===== config.mk =====
export PLATFORM = sky130hd
export DESIGN_NAME = can_fault_tracker
export DESIGN_NICKNAME = d
export VERILOG_FILES = /design/src/rtl/cft_pkg.sv /design/src/rtl/cft_rx_counter.sv /design/src/rtl/cft_tx_counter.sv /design/src/rtl/cft_lec_reg.sv /design/src/rtl/cft_state_fsm.sv /design/src/rtl/can_fault_tracker.sv
export SDC_FILE = /design/constraint.sdc
export NUM_CORES = 1
export LEC_CHECK = 0
export BUFFER_PORTS_ARGS = -buffer_cell sky130_fd_sc_hd__buf_4
export CORE_MARGIN = 2
export CORE_UTILIZATION = 45
export CTS_CLUSTER_SIZE = 40
export DETAILED_ROUTE_END_ITERATION = 8
export HOLD_SLACK_MARGIN = 0.08
export MAX_ROUTING_LAYER = met4
export PLACE_DENSITY = 0.65
export SYNTH_ARGS = -nofsm -noshare
export SYNTH_HDL_FRONTEND = slang
export SYNTH_SLANG_ARGS = --single-unit

===== constraint.sdc =====
create_clock -name clk -period 6 [get_ports clk]
set_input_delay 1.5 -clock clk [delete_from_list [all_inputs] [get_ports clk]]
set_output_delay 1.5 -clock clk [all_outputs]
set_load 0.05 [all_outputs]

===== src/rtl/cft_pkg.sv =====
package cft_pkg;

    typedef enum logic [1:0] {
        FS_ACTIVE  = 2'd0,
        FS_PASSIVE = 2'd1,
        FS_BUSOFF  = 2'd2
    } fault_st_e;

    typedef enum logic [2:0] {
        EC_NONE     = 3'd0,
        EC_STUFF    = 3'd1,
        EC_FORM     = 3'd2,
        EC_ACK      = 3'd3,
        EC_BIT_REC  = 3'd4,
        EC_BIT_DOM  = 3'd5,
        EC_CRC      = 3'd6,
        EC_SOFTWARE = 3'd7
    } err_code_e;

endpackage


===== src/rtl/cft_rx_counter.sv =====
module cft_rx_counter #(
    parameter int CNT_W      = 8,
    parameter int SMALL_STEP = 1,
    parameter int BIG_STEP   = 8,
    parameter int SNAP_ABOVE = 128,
    parameter int SNAP_TO    = 120
) (
    input  logic             clk,
    input  logic             rst_n,
    input  logic             hold_i,
    input  logic             clear_i,
    input  logic             err_i,
    input  logic             severe_i,
    input  logic             ok_i,
    output logic [CNT_W-1:0] cnt_q,
    output logic [CNT_W-1:0] cnt_nxt
);
    localparam int              EXT_W  = CNT_W + 1;
    localparam logic [EXT_W-1:0] STEP_S = EXT_W'(SMALL_STEP);
    localparam logic [EXT_W-1:0] STEP_B = EXT_W'(BIG_STEP);
    localparam logic [CNT_W-1:0] CNT_MAX = '1;
    localparam logic [CNT_W-1:0] SNAP_A  = CNT_W'(SNAP_ABOVE);
    localparam logic [CNT_W-1:0] SNAP_V  = CNT_W'(SNAP_TO);
    localparam logic [CNT_W-1:0] ONE     = CNT_W'(1);

    logic [EXT_W-1:0] sum;

    always_comb begin
        sum     = {1'b0, cnt_q} + (severe_i ? STEP_B : STEP_S);
        cnt_nxt = cnt_q;
        if (clear_i) begin
            cnt_nxt = '0;
        end else if (!hold_i) begin
            if (err_i) begin
                cnt_nxt = sum[CNT_W] ? CNT_MAX : sum[CNT_W-1:0];
            end else if (ok_i) begin
                if (cnt_q > SNAP_A) begin
                    cnt_nxt = SNAP_V;
                end else if (cnt_q != '0) begin
                    cnt_nxt = cnt_q - ONE;
                end
            end
        end
    end

    always_ff @(posedge clk or negedge rst_n) begin
        if (!rst_n) begin
            cnt_q <= '0;
        end else begin
            cnt_q <= cnt_nxt;
        end
    end

endmodule


===== src/rtl/cft_tx_counter.sv =====
module cft_tx_counter #(
    parameter int TEC_W    = 9,
    parameter int ERR_STEP = 8
) (
    input  logic             clk,
    input  logic             rst_n,
    input  logic             hold_i,
    input  logic             clear_i,
    input  logic             err_i,
    input  logic             ok_i,
    output logic [TEC_W-1:0] cnt_q,
    output logic [TEC_W-1:0] cnt_nxt
);
    localparam int               EXT_W   = TEC_W + 1;
    localparam logic [EXT_W-1:0] STEP_E  = EXT_W'(ERR_STEP);
    localparam logic [TEC_W-1:0] CNT_MAX = '1;
    localparam logic [TEC_W-1:0] ONE     = TEC_W'(1);

    logic [EXT_W-1:0] sum;

    always_comb begin
        sum     = {1'b0, cnt_q} + STEP_E;
        cnt_nxt = cnt_q;
        if (clear_i) begin
            cnt_nxt = '0;
        end else if (!hold_i) begin
            if (err_i) begin
                cnt_nxt = sum[TEC_W] ? CNT_MAX : sum[TEC_W-1:0];
            end else if (ok_i && (cnt_q != '0)) begin
                cnt_nxt = cnt_q - ONE;
            end
        end
    end

    always_ff @(posedge clk or negedge rst_n) begin
        if (!rst_n) begin
            cnt_q <= '0;
        end else begin
            cnt_q <= cnt_nxt;
        end
    end

endmodule


===== src/rtl/cft_lec_reg.sv =====
module cft_lec_reg #(
    parameter int               LEC_W   = 3,
    parameter logic [LEC_W-1:0] SW_CODE = '1
) (
    input  logic             clk,
    input  logic             rst_n,
    input  logic             err_any_i,
    input  logic             ok_any_i,
    input  logic [LEC_W-1:0] code_i,
    input  logic             sw_wr_i,
    input  logic [LEC_W-1:0] sw_data_i,
    output logic [LEC_W-1:0] lec_q
);
    logic [LEC_W-1:0] lec_d;

    always_comb begin
        lec_d = lec_q;
        if (err_any_i) begin
            lec_d = code_i;
        end else if (ok_any_i) begin
            lec_d = '0;
        end else if (sw_wr_i && (sw_data_i == SW_CODE)) begin
            lec_d = SW_CODE;
        end
    end

    always_ff @(posedge clk or negedge rst_n) begin
        if (!rst_n) begin
            lec_q <= '0;
        end else begin
            lec_q <= lec_d;
        end
    end

endmodule


===== src/rtl/cft_state_fsm.sv =====
module cft_state_fsm
    import cft_pkg::*;
#(
    parameter int CNT_W    = 8,
    parameter int TEC_W    = 9,
    parameter int WARN_LIM = 96,
    parameter int PASS_LIM = 127,
    parameter int OFF_LIM  = 255
) (
    input  logic             clk,
    input  logic             rst_n,
    input  logic             recover_i,
    input  logic [CNT_W-1:0] rec_nxt_i,
    input  logic [TEC_W-1:0] tec_nxt_i,
    output fault_st_e        state_o,
    output logic             warn_o,
    output logic             passive_o,
    output logic             busoff_o,
    output logic             clear_o
);
    localparam logic [CNT_W-1:0] R_WARN = CNT_W'(WARN_LIM);
    localparam logic [CNT_W-1:0] R_PASS = CNT_W'(PASS_LIM);
    localparam logic [TEC_W-1:0] T_WARN = TEC_W'(WARN_LIM);
    localparam logic [TEC_W-1:0] T_PASS = TEC_W'(PASS_LIM);
    localparam logic [TEC_W-1:0] T_OFF  = TEC_W'(OFF_LIM);

    fault_st_e st_q, st_d;
    logic      warn_q;
    logic      warn_hit, pass_hit, off_hit;

    always_comb begin
        warn_hit = (rec_nxt_i >= R_WARN) || (tec_nxt_i >= T_WARN);
        pass_hit = (rec_nxt_i >  R_PASS) || (tec_nxt_i >  T_PASS);
        off_hit  = (tec_nxt_i >  T_OFF);
    end

    always_comb begin
        st_d = st_q;
        unique case (st_q)
            FS_ACTIVE: begin
                if (off_hit)       st_d = FS_BUSOFF;
                else if (pass_hit) st_d = FS_PASSIVE;
            end
            FS_PASSIVE: begin
                if (off_hit)        st_d = FS_BUSOFF;
                else if (!pass_hit) st_d = FS_ACTIVE;
            end
            FS_BUSOFF: begin
                if (recover_i)      st_d = FS_ACTIVE;
            end
            default: st_d = FS_ACTIVE;
        endcase
    end

    always_ff @(posedge clk or negedge rst_n) begin
        if (!rst_n) begin
            st_q   <= FS_ACTIVE;
            warn_q <= 1'b0;
        end else begin
            st_q   <= st_d;
            warn_q <= warn_hit;
        end
    end

    always_comb begin
        state_o   = st_q;
        warn_o    = warn_q;
        busoff_o  = (st_q == FS_BUSOFF);
        passive_o = (st_q != FS_ACTIVE);
        clear_o   = (st_q == FS_BUSOFF) && recover_i;
    end

endmodule


===== src/rtl/can_fault_tracker.sv =====
module can_fault_tracker
    import cft_pkg::*;
#(
    parameter int CNT_W     = 8,
    parameter int LEC_W     = 3,
    parameter int RX_BIG    = 8,
    parameter int TX_STEP   = 8,
    parameter int WARN_LIM  = 96,
    parameter int PASS_LIM  = 127,
    parameter int SNAP_ABV  = 128,
    parameter int SNAP_VAL  = 120
) (
    input  logic             clk,
    input  logic             rst_n,
    input  logic             rx_err_i,
    input  logic             rx_severe_i,
    input  logic             rx_ok_i,
    input  logic             tx_err_i,
    input  logic             tx_ok_i,
    input  logic [LEC_W-1:0] err_code_i,
    input  logic             recover_i,
    input  logic             sw_wr_i,
    input  logic [LEC_W-1:0] sw_lec_i,
    output logic [CNT_W-1:0] rec_o,
    output logic [CNT_W-1:0] tec_lo_o,
    output logic [LEC_W-1:0] lec_o,
    output logic             warn_o,
    output logic             passive_o,
    output logic             busoff_o,
    output logic [1:0]       fault_state_o
);
    localparam int TEC_W   = CNT_W + 1;
    localparam int OFF_LIM = (1 << CNT_W) - 1;

    logic [CNT_W-1:0] rec_q, rec_nxt;
    logic [TEC_W-1:0] tec_q, tec_nxt;
    logic             frozen, clear;
    fault_st_e        state;

    cft_rx_counter #(
        .CNT_W(CNT_W), .SMALL_STEP(1), .BIG_STEP(RX_BIG),
        .SNAP_ABOVE(SNAP_ABV), .SNAP_TO(SNAP_VAL)
    ) rx_cnt_i (
        .clk(clk), .rst_n(rst_n), .hold_i(frozen), .clear_i(clear),
        .err_i(rx_err_i), .severe_i(rx_severe_i), .ok_i(rx_ok_i),
        .cnt_q(rec_q), .cnt_nxt(rec_nxt)
    );

    cft_tx_counter #(
        .TEC_W(TEC_W), .ERR_STEP(TX_STEP)
    ) tx_cnt_i (
        .clk(clk), .rst_n(rst_n), .hold_i(frozen), .clear_i(clear),
        .err_i(tx_err_i), .ok_i(tx_ok_i),
        .cnt_q(tec_q), .cnt_nxt(tec_nxt)
    );

    cft_state_fsm #(
        .CNT_W(CNT_W), .TEC_W(TEC_W), .WARN_LIM(WARN_LIM),
        .PASS_LIM(PASS_LIM), .OFF_LIM(OFF_LIM)
    ) fsm_i (
        .clk(clk), .rst_n(rst_n), .recover_i(recover_i),
        .rec_nxt_i(rec_nxt), .tec_nxt_i(tec_nxt),
        .state_o(state), .warn_o(warn_o), .passive_o(passive_o),
        .busoff_o(frozen), .clear_o(clear)
    );

    cft_lec_reg #(
        .LEC_W(LEC_W), .SW_CODE({LEC_W{1'b1}})
    ) lec_i (
        .clk(clk), .rst_n(rst_n),
        .err_any_i(rx_err_i | tx_err_i), .ok_any_i(rx_ok_i | tx_ok_i),
        .code_i(err_code_i), .sw_wr_i(sw_wr_i), .sw_data_i(sw_lec_i),
        .lec_q(lec_o)
    );

    always_comb begin
        rec_o         = rec_q;
        tec_lo_o      = tec_q[CNT_W-1:0];
        busoff_o      = frozen;
        fault_state_o = state;
    end

endmodule


==> flow_summary.yaml, run 1 <==
outcome:
  status: "finished, final reports clean"
power:
  leakagePower_nw: 0.928
  ir_worst_vdd_mv: 0.308
  powerDensity_nw_per_um2: 559
final_layout:
  final_cells: 313
  final_nets: 286
  drive_gt1_share_pct: 19.9
  regArea_um2: 576
  syn_to_final_growth_pct: 13.4
  multiInputGateArea_um2: 1210
  fillers: 429
  n_antenna_cell: 0
  stdcell_area_um2: 2240
yosys:
  yosys-top-cells-count: "o21ai_0 (27), dfrtp_1 (23), nor2_1 (18), inv_1 (17), nand2_1 (16)"
  ys.flop_type: "dfrtp_1"
  synth.area.top_cells: "dfrtp_1 (29%), o21ai_0 (6.8%), ha_1 (5.7%)"
  synthDistinctLibCells: 58
  synth_top_area_share_pct: 29.1
  netlist_instances: 241
  async_reset_ff_share_pct: 100
  synth_edf_count: 0
  yosys.area.top_type: "dfrtp_1"
  ys_ff_latch: 23
  syn_avg_cell_area_um2: 8.20
  synth.most_common_cell: "o21ai_0"
  ys_warn_count: 0
  synth_area_um2: 1980
  synth-seq-area-share_pct: 29.1
  synth_nets: 265
worst_setup_path:
  critPathKind: "flip-flop to primary output"
  reg2reg_from: "fsm_i.state_o[1]"
  cp_cell_sequence: "nand2b_1, inv_1, buf_4"
  crit_fanout: 20
  reg2regPathDepth: 7
  r2r_end: "fsm_i.warn_o"
  start_kind: "flip-flop"
  end_kind: "primary output"
  worst_path_dominant_cell_family: "buffers and inverters"
  critPathArrivalTime_ns: 2.07
  path_buf_inv: 2
  regToRegSetupSlack_ns: 3.37
  crit_path_top_delay_cell: "nand2b_1"
  max_stage_delay_ns: 0.56
  critPathRequiredTime_ns: 4.50
floorplanning:
  die_w_um: 70.3
  io_pins: 39
  num_rows: 24
  dieArea_um2: 4940
  fp.dieH_um: 70.3
  core_area_um2: 4290
  start_util_pct: 46.0
clock_network:
  post_cts_buffers: 0
  cts_resized: 0
  root_buffer: "clkbuf_8"
  clkTransAtPathRegs_ns: 0.08
  cts_tree: "yes"
  clock_sinks: 23
  cts_max_path_buffers: 2
  clock_latency_ns: 0.26
  cts_inserted_buffers: 3
  htree_levels: 1
  cts_hold_buf: 0
placement:
  dp_slack_ns: 2.36
  dpl_cell_area_um2: 2200
  gp_congestion: 0.921
  port_buffers: 38
  dp_cells: 309
  hpwl_um: 3790
grt:
  grt_pass1_vias: 1699
  grtUsageTotal_pct: 21.5
  grt_max_degree: 24
  grt_overflow: 0
  antenna_found_initial: 0
  grt_pass1_wl_um: 8480
routing:
  drc: 0
  first_pass_iters: 4
  routed_wl_um: 5150
  ant_nets: 0
  wl_per_cell_um: 16.5
  viasPerCell: 6.12
  drtIter0Drc: 127
  vias: 1917
sta:
  skew_ns: 0.00809
  setup_ws_ns: 2.43
  setup_tns_ns: 0
  setup_violations: 0
  rsz0062_at_grt: "no"
  max_slew_margin_pct: 49.1
  max_freq_ghz: 0.280
  drv_slew: 0
  hold_violations: 0
  worst_slew_pin_slew_ns: 0.757
  period_needed_ns: 3.57
  post-route-period-util_pct: 59.5
worst_hold_path:
  holdPathEnd: "fsm_i.state_o[0]"
  whs_path_depth: 1
  hold_start: "fsm_i.state_o[1]"
  hold_path.class: "flip-flop to flip-flop"
run:
  cap_violations: 0
[layout by cell type (no fill, tap or decap), drive strengths merged, types with 4 or more instances in the layout]
cell type | synthesis | final
nand2 | 16 | 16
nor3 | 5 | 5
a211oi | 6 | 6
clkbuf | 10 | 4
nor4 | 4 | 4
buf | 12 | 38
nand3 | 6 | 6
o31ai | 15 | 15
nor2 | 18 | 18
a41oi | 4 | 4
a21oi | 12 | 12
dfrtp | 23 | 23
inv | 17 | 17
ha | 9 | 9
o21ai | 28 | 28
[final cells by class]
class / instances / area share [%]
clock buffer: 4 / 2.01
inverter: 17 / 2.85
multi-input combinational: 179 / 53.9
timing repair buffer: 38 / 12.7
sequential: 23 / 25.7
tap: 52 / 2.90
[state kept, by name, indices dropped and copies added (netlist names)]
| signal | cells |
|---|---|
| lec_i.lec_q | 3 |
| rx_cnt_i.cnt_q | 8 |
| fsm_i.warn_o | 1 |
| tx_cnt_i.cnt_q | 9 |
| fsm_i.state_o | 2 |
[kinds of logic (layout without fill, tap and decap cells)]
family	count (synthesis)	count (layout)	share of synthesized area (%)
xor gates and xnor gates	3	3	1.33
AOI/OAI and AO/OA	97	97	35.1
buffers and inverters	39	59	9.81
muxes	1	1	0.570
and+or+nand+nor	69	69	18.4
DFF	23	23	29.1
adders and majority gates	9	9	5.70
[worst max path at each step]
stage | startpoint | to | slack, ns | depth (start not counted)
4_1_cts | fsm_i.state_o[1] | busoff_o | 2.43 | 3
6_report | fsm_i.state_o[1] | busoff_o | 2.43 | 3
3_3_place_gp | rx_severe_i | fsm_i.warn_o | 2.42 | 10
5_1_grt | fsm_i.state_o[0] | busoff_o | 2.26 | 3
3_5_place_dp | rx_severe_i | fsm_i.warn_o | 2.36 | 10
2_1_floorplan | rx_severe_i | rx_cnt_i.cnt_q[5] | 2.79 | 8
[report_power, final]
part	switching [mW]	internal [mW]	total (mW)	leakage, nW
Clock	0.0487	0.0474	0.0961	0.0228
Combinational	0.518	0.279	0.798	0.643
Sequential	0.141	0.219	0.361	0.262
[worst reg2reg max path: cells and delay by family, from the launching register on]
kind	cells	cell delay [ns]
DFF	1	0.44
and+or+nand+nor	3	0.81
AOI/OAI and AO/OA	3	0.79
buffers and inverters	1	0.47
[routing by layer]
layer / routed length (µm) / up-vias / GRT usage, %
met5: 0 / - / -
met4: 17 / 0 / 2.78
met3: 291 / 2 / 3.61
met2: 2380 / 54 / 32.9
met1: 2460 / 910 / 30.8
li1: - / 951 / -
[stage by stage]
stage	utilization, %	power [mW]	hold slack (ns)
finish	52.2	1.25	0.563
global route	52.2	1.36	0.592
CTS	52.2	1.26	0.566
detailed placement	51.2	1.16	0.551
global placement	51.2	1.16	0.551
floorplan	-	0.984	0.514
No activity file was read; power rests on OpenSTA's default activity.
==> run 2, diff against run 1 <==
PLACE_DENSITY = 0.68   (was 0.65)
clock period = 3.25 ns   (was 6 ns; I/O delays follow)
==> run 2 against run 1 <==
Against the previous run: clock power grew 96%; sequential power grew 79%; power grew 89%; clock-buffer cell count is the same; setup slack lost 1.7 ns; utilization grew 1.0 points; register-to-register slack lost 2.5 ns; critical path depth grew 7; non-clock buffer count grew 6; first-iteration DRC count grew 13%.
==> flow_summary.yaml, run 2 (same netlist as run 1, synthesis figures left out) <==
outcome:
  status: "finished, final reports clean"
run:
  cap_violations: 0
sta:
  setup_tns_ns: 0
  post-route-period-util_pct: 76.1
  period_needed_ns: 2.47
  hold_violations: 0
  rsz0062_at_grt: "no"
  setup_violations: 0
  worst_slew_pin_slew_ns: 0.575
  skew_ns: 0.00648
  max_freq_ghz: 0.404
  max_slew_margin_pct: 61.2
  drv_slew: 0
final_layout:
  final_cell_mix: "buf_4 (44), o21ai_0 (27), dfrtp_1 (23)"
  stdcell_area_um2: 2290
  final_common_cell: "buf_4"
  syn_to_final_growth_pct: 15.7
  drive_gt1_share_pct: 21.7
  largest_register_ffs: 9
  n_antenna_cell: 0
  top_register: "tx_cnt_i.cnt_q"
  largest_registers: "tx_cnt_i.cnt_q: 9 flops, rx_cnt_i.cnt_q: 8 flops, lec_i.lec_q: 3 flops"
  fin_util_pct: 53.3
  fillers: 419
  final_nets: 292
clock_network:
  clkTransAtPathRegs_ns: 0.09
  cts_resized: 0
  cts_hold_buf: 0
  cts_max_path_buffers: 2
  cts_tree: "yes"
  cts_inserted_buffers: 3
  clock_sinks: 23
  post_cts_buffers: 0
  root_buffer: "clkbuf_8"
  clock_latency_ns: 0.27
  htree_levels: 1
grt:
  grtUsageTotal_pct: 22.4
  antenna_found_initial: 0
  grt_overflow: 0
  grt_pass1_vias: 1785
  grt_pass1_wl_um: 8840
  grt_max_degree: 24
power:
  ir_worst_vdd_mv: 0.527
  powerDensity_nw_per_um2: 1040
  leakagePower_nw: 0.957
floorplanning:
  start_util_pct: 46.0
  core_area_um2: 4290
  die_w_um: 70.3
  dieArea_um2: 4940
  io_pins: 39
  fp.dieH_um: 70.3
  num_rows: 24
worst_setup_path:
  crit_path_top_delay_cell: "o31ai_1"
  critPathArrivalTime_ns: 2.63
  cp_cell_sequence: "buf_4, inv_1, ha_1, ha_1, a31oi_1, o31ai_1, buf_4, o31ai_1, a21oi_1, or2_1"
  end_kind: "flip-flop"
  path_buf_inv: 3
  crit_fanout: 6
  worst_path_dominant_cell_family: "compound AO/OA/AOI/OAI gates"
  critPathRequiredTime_ns: 3.41
  max_stage_delay_ns: 0.32
  critPathKind: "input pin to flip-flop"
  start_kind: "input pin"
placement:
  hpwl_um: 3960
  port_buffers: 38
  dpl_cell_area_um2: 2240
  gp_congestion: 0.945
routing:
  viasPerCell: 6.22
  wl_met1_um: 2540
  drc: 0
  ant_nets: 0
  wl_met3_um: 293
  wl_per_cell_um: 16.7
  drtIter0Drc: 143
  top_layer_used: "met4"
  route.met2.wl_um: 2440
  routed_wl_um: 5320
  vias: 1984
  first_pass_iters: 4
worst_hold_path:
  hold_path.class: "input pin to asynchronous set/reset pin"
==> run 2: cell count changes in the layout (fill, tap and decap cells not counted) <==
cell   previous run  this run
buf_4            38        44
==> run 2: final timing paths <==
check                                       start           endpoint  slack (ns)  depth (start not counted)
worst max-delay path                  rx_severe_i  rx_cnt_i.cnt_q[5]        0.78                         10
worst min-delay path                        rst_n   fsm_i.state_o[1]        0.42                          1
worst max register to register  rx_cnt_i.cnt_q[2]  rx_cnt_i.cnt_q[4]        0.86                          6
worst min register to register  tx_cnt_i.cnt_q[0]  tx_cnt_i.cnt_q[0]        0.58                          1
max in group asynchronous                   rst_n  tx_cnt_i.cnt_q[1]        2.59                          1
min in group clk                tx_cnt_i.cnt_q[0]  tx_cnt_i.cnt_q[0]        0.58                          1
==> run 2: stage by stage <==
| step | hold WS, ns | cells | worst slack [ns] | power, mW |
|---|---|---|---|---|
| floorplan | 0.514 | 241 | 0.726 | 1.82 |
| global route | 0.443 | 319 | 0.600 | 2.54 |
| finish | 0.420 | 319 | 0.776 | 2.37 |
| global placement | 0.540 | 315 | 0.573 | 2.16 |
| detailed placement | 0.572 | 315 | 0.517 | 2.18 |
| CTS | 0.430 | 319 | 0.807 | 2.37 |
==> run 2: cell type report <==
cell class	count	area, µm²	share of cell area, %
multi-input cells	179	1210	52.8
flip-flops and latches	23	576	25.2
repair buffers	44	330	14.4
well taps	52	65.1	2.84
inverters	17	63.8	2.79
clock buffers	4	45.0	1.97
==> run 2: routing by layer <==
metal  track usage, %  vias up
met2             33.5       66
met1             32.3      947
li1                 -      967
met5                -        -
met4             5.13        0
met3             3.03        4
==> run 2: power by group <==
group | total [mW] | leakage [nW] | internal, mW | switching [mW]
Combinational | 1.54 | 0.672 | 0.544 | 0.993
Sequential | 0.647 | 0.262 | 0.405 | 0.243
Clock | 0.188 | 0.0228 | 0.0877 | 0.0998
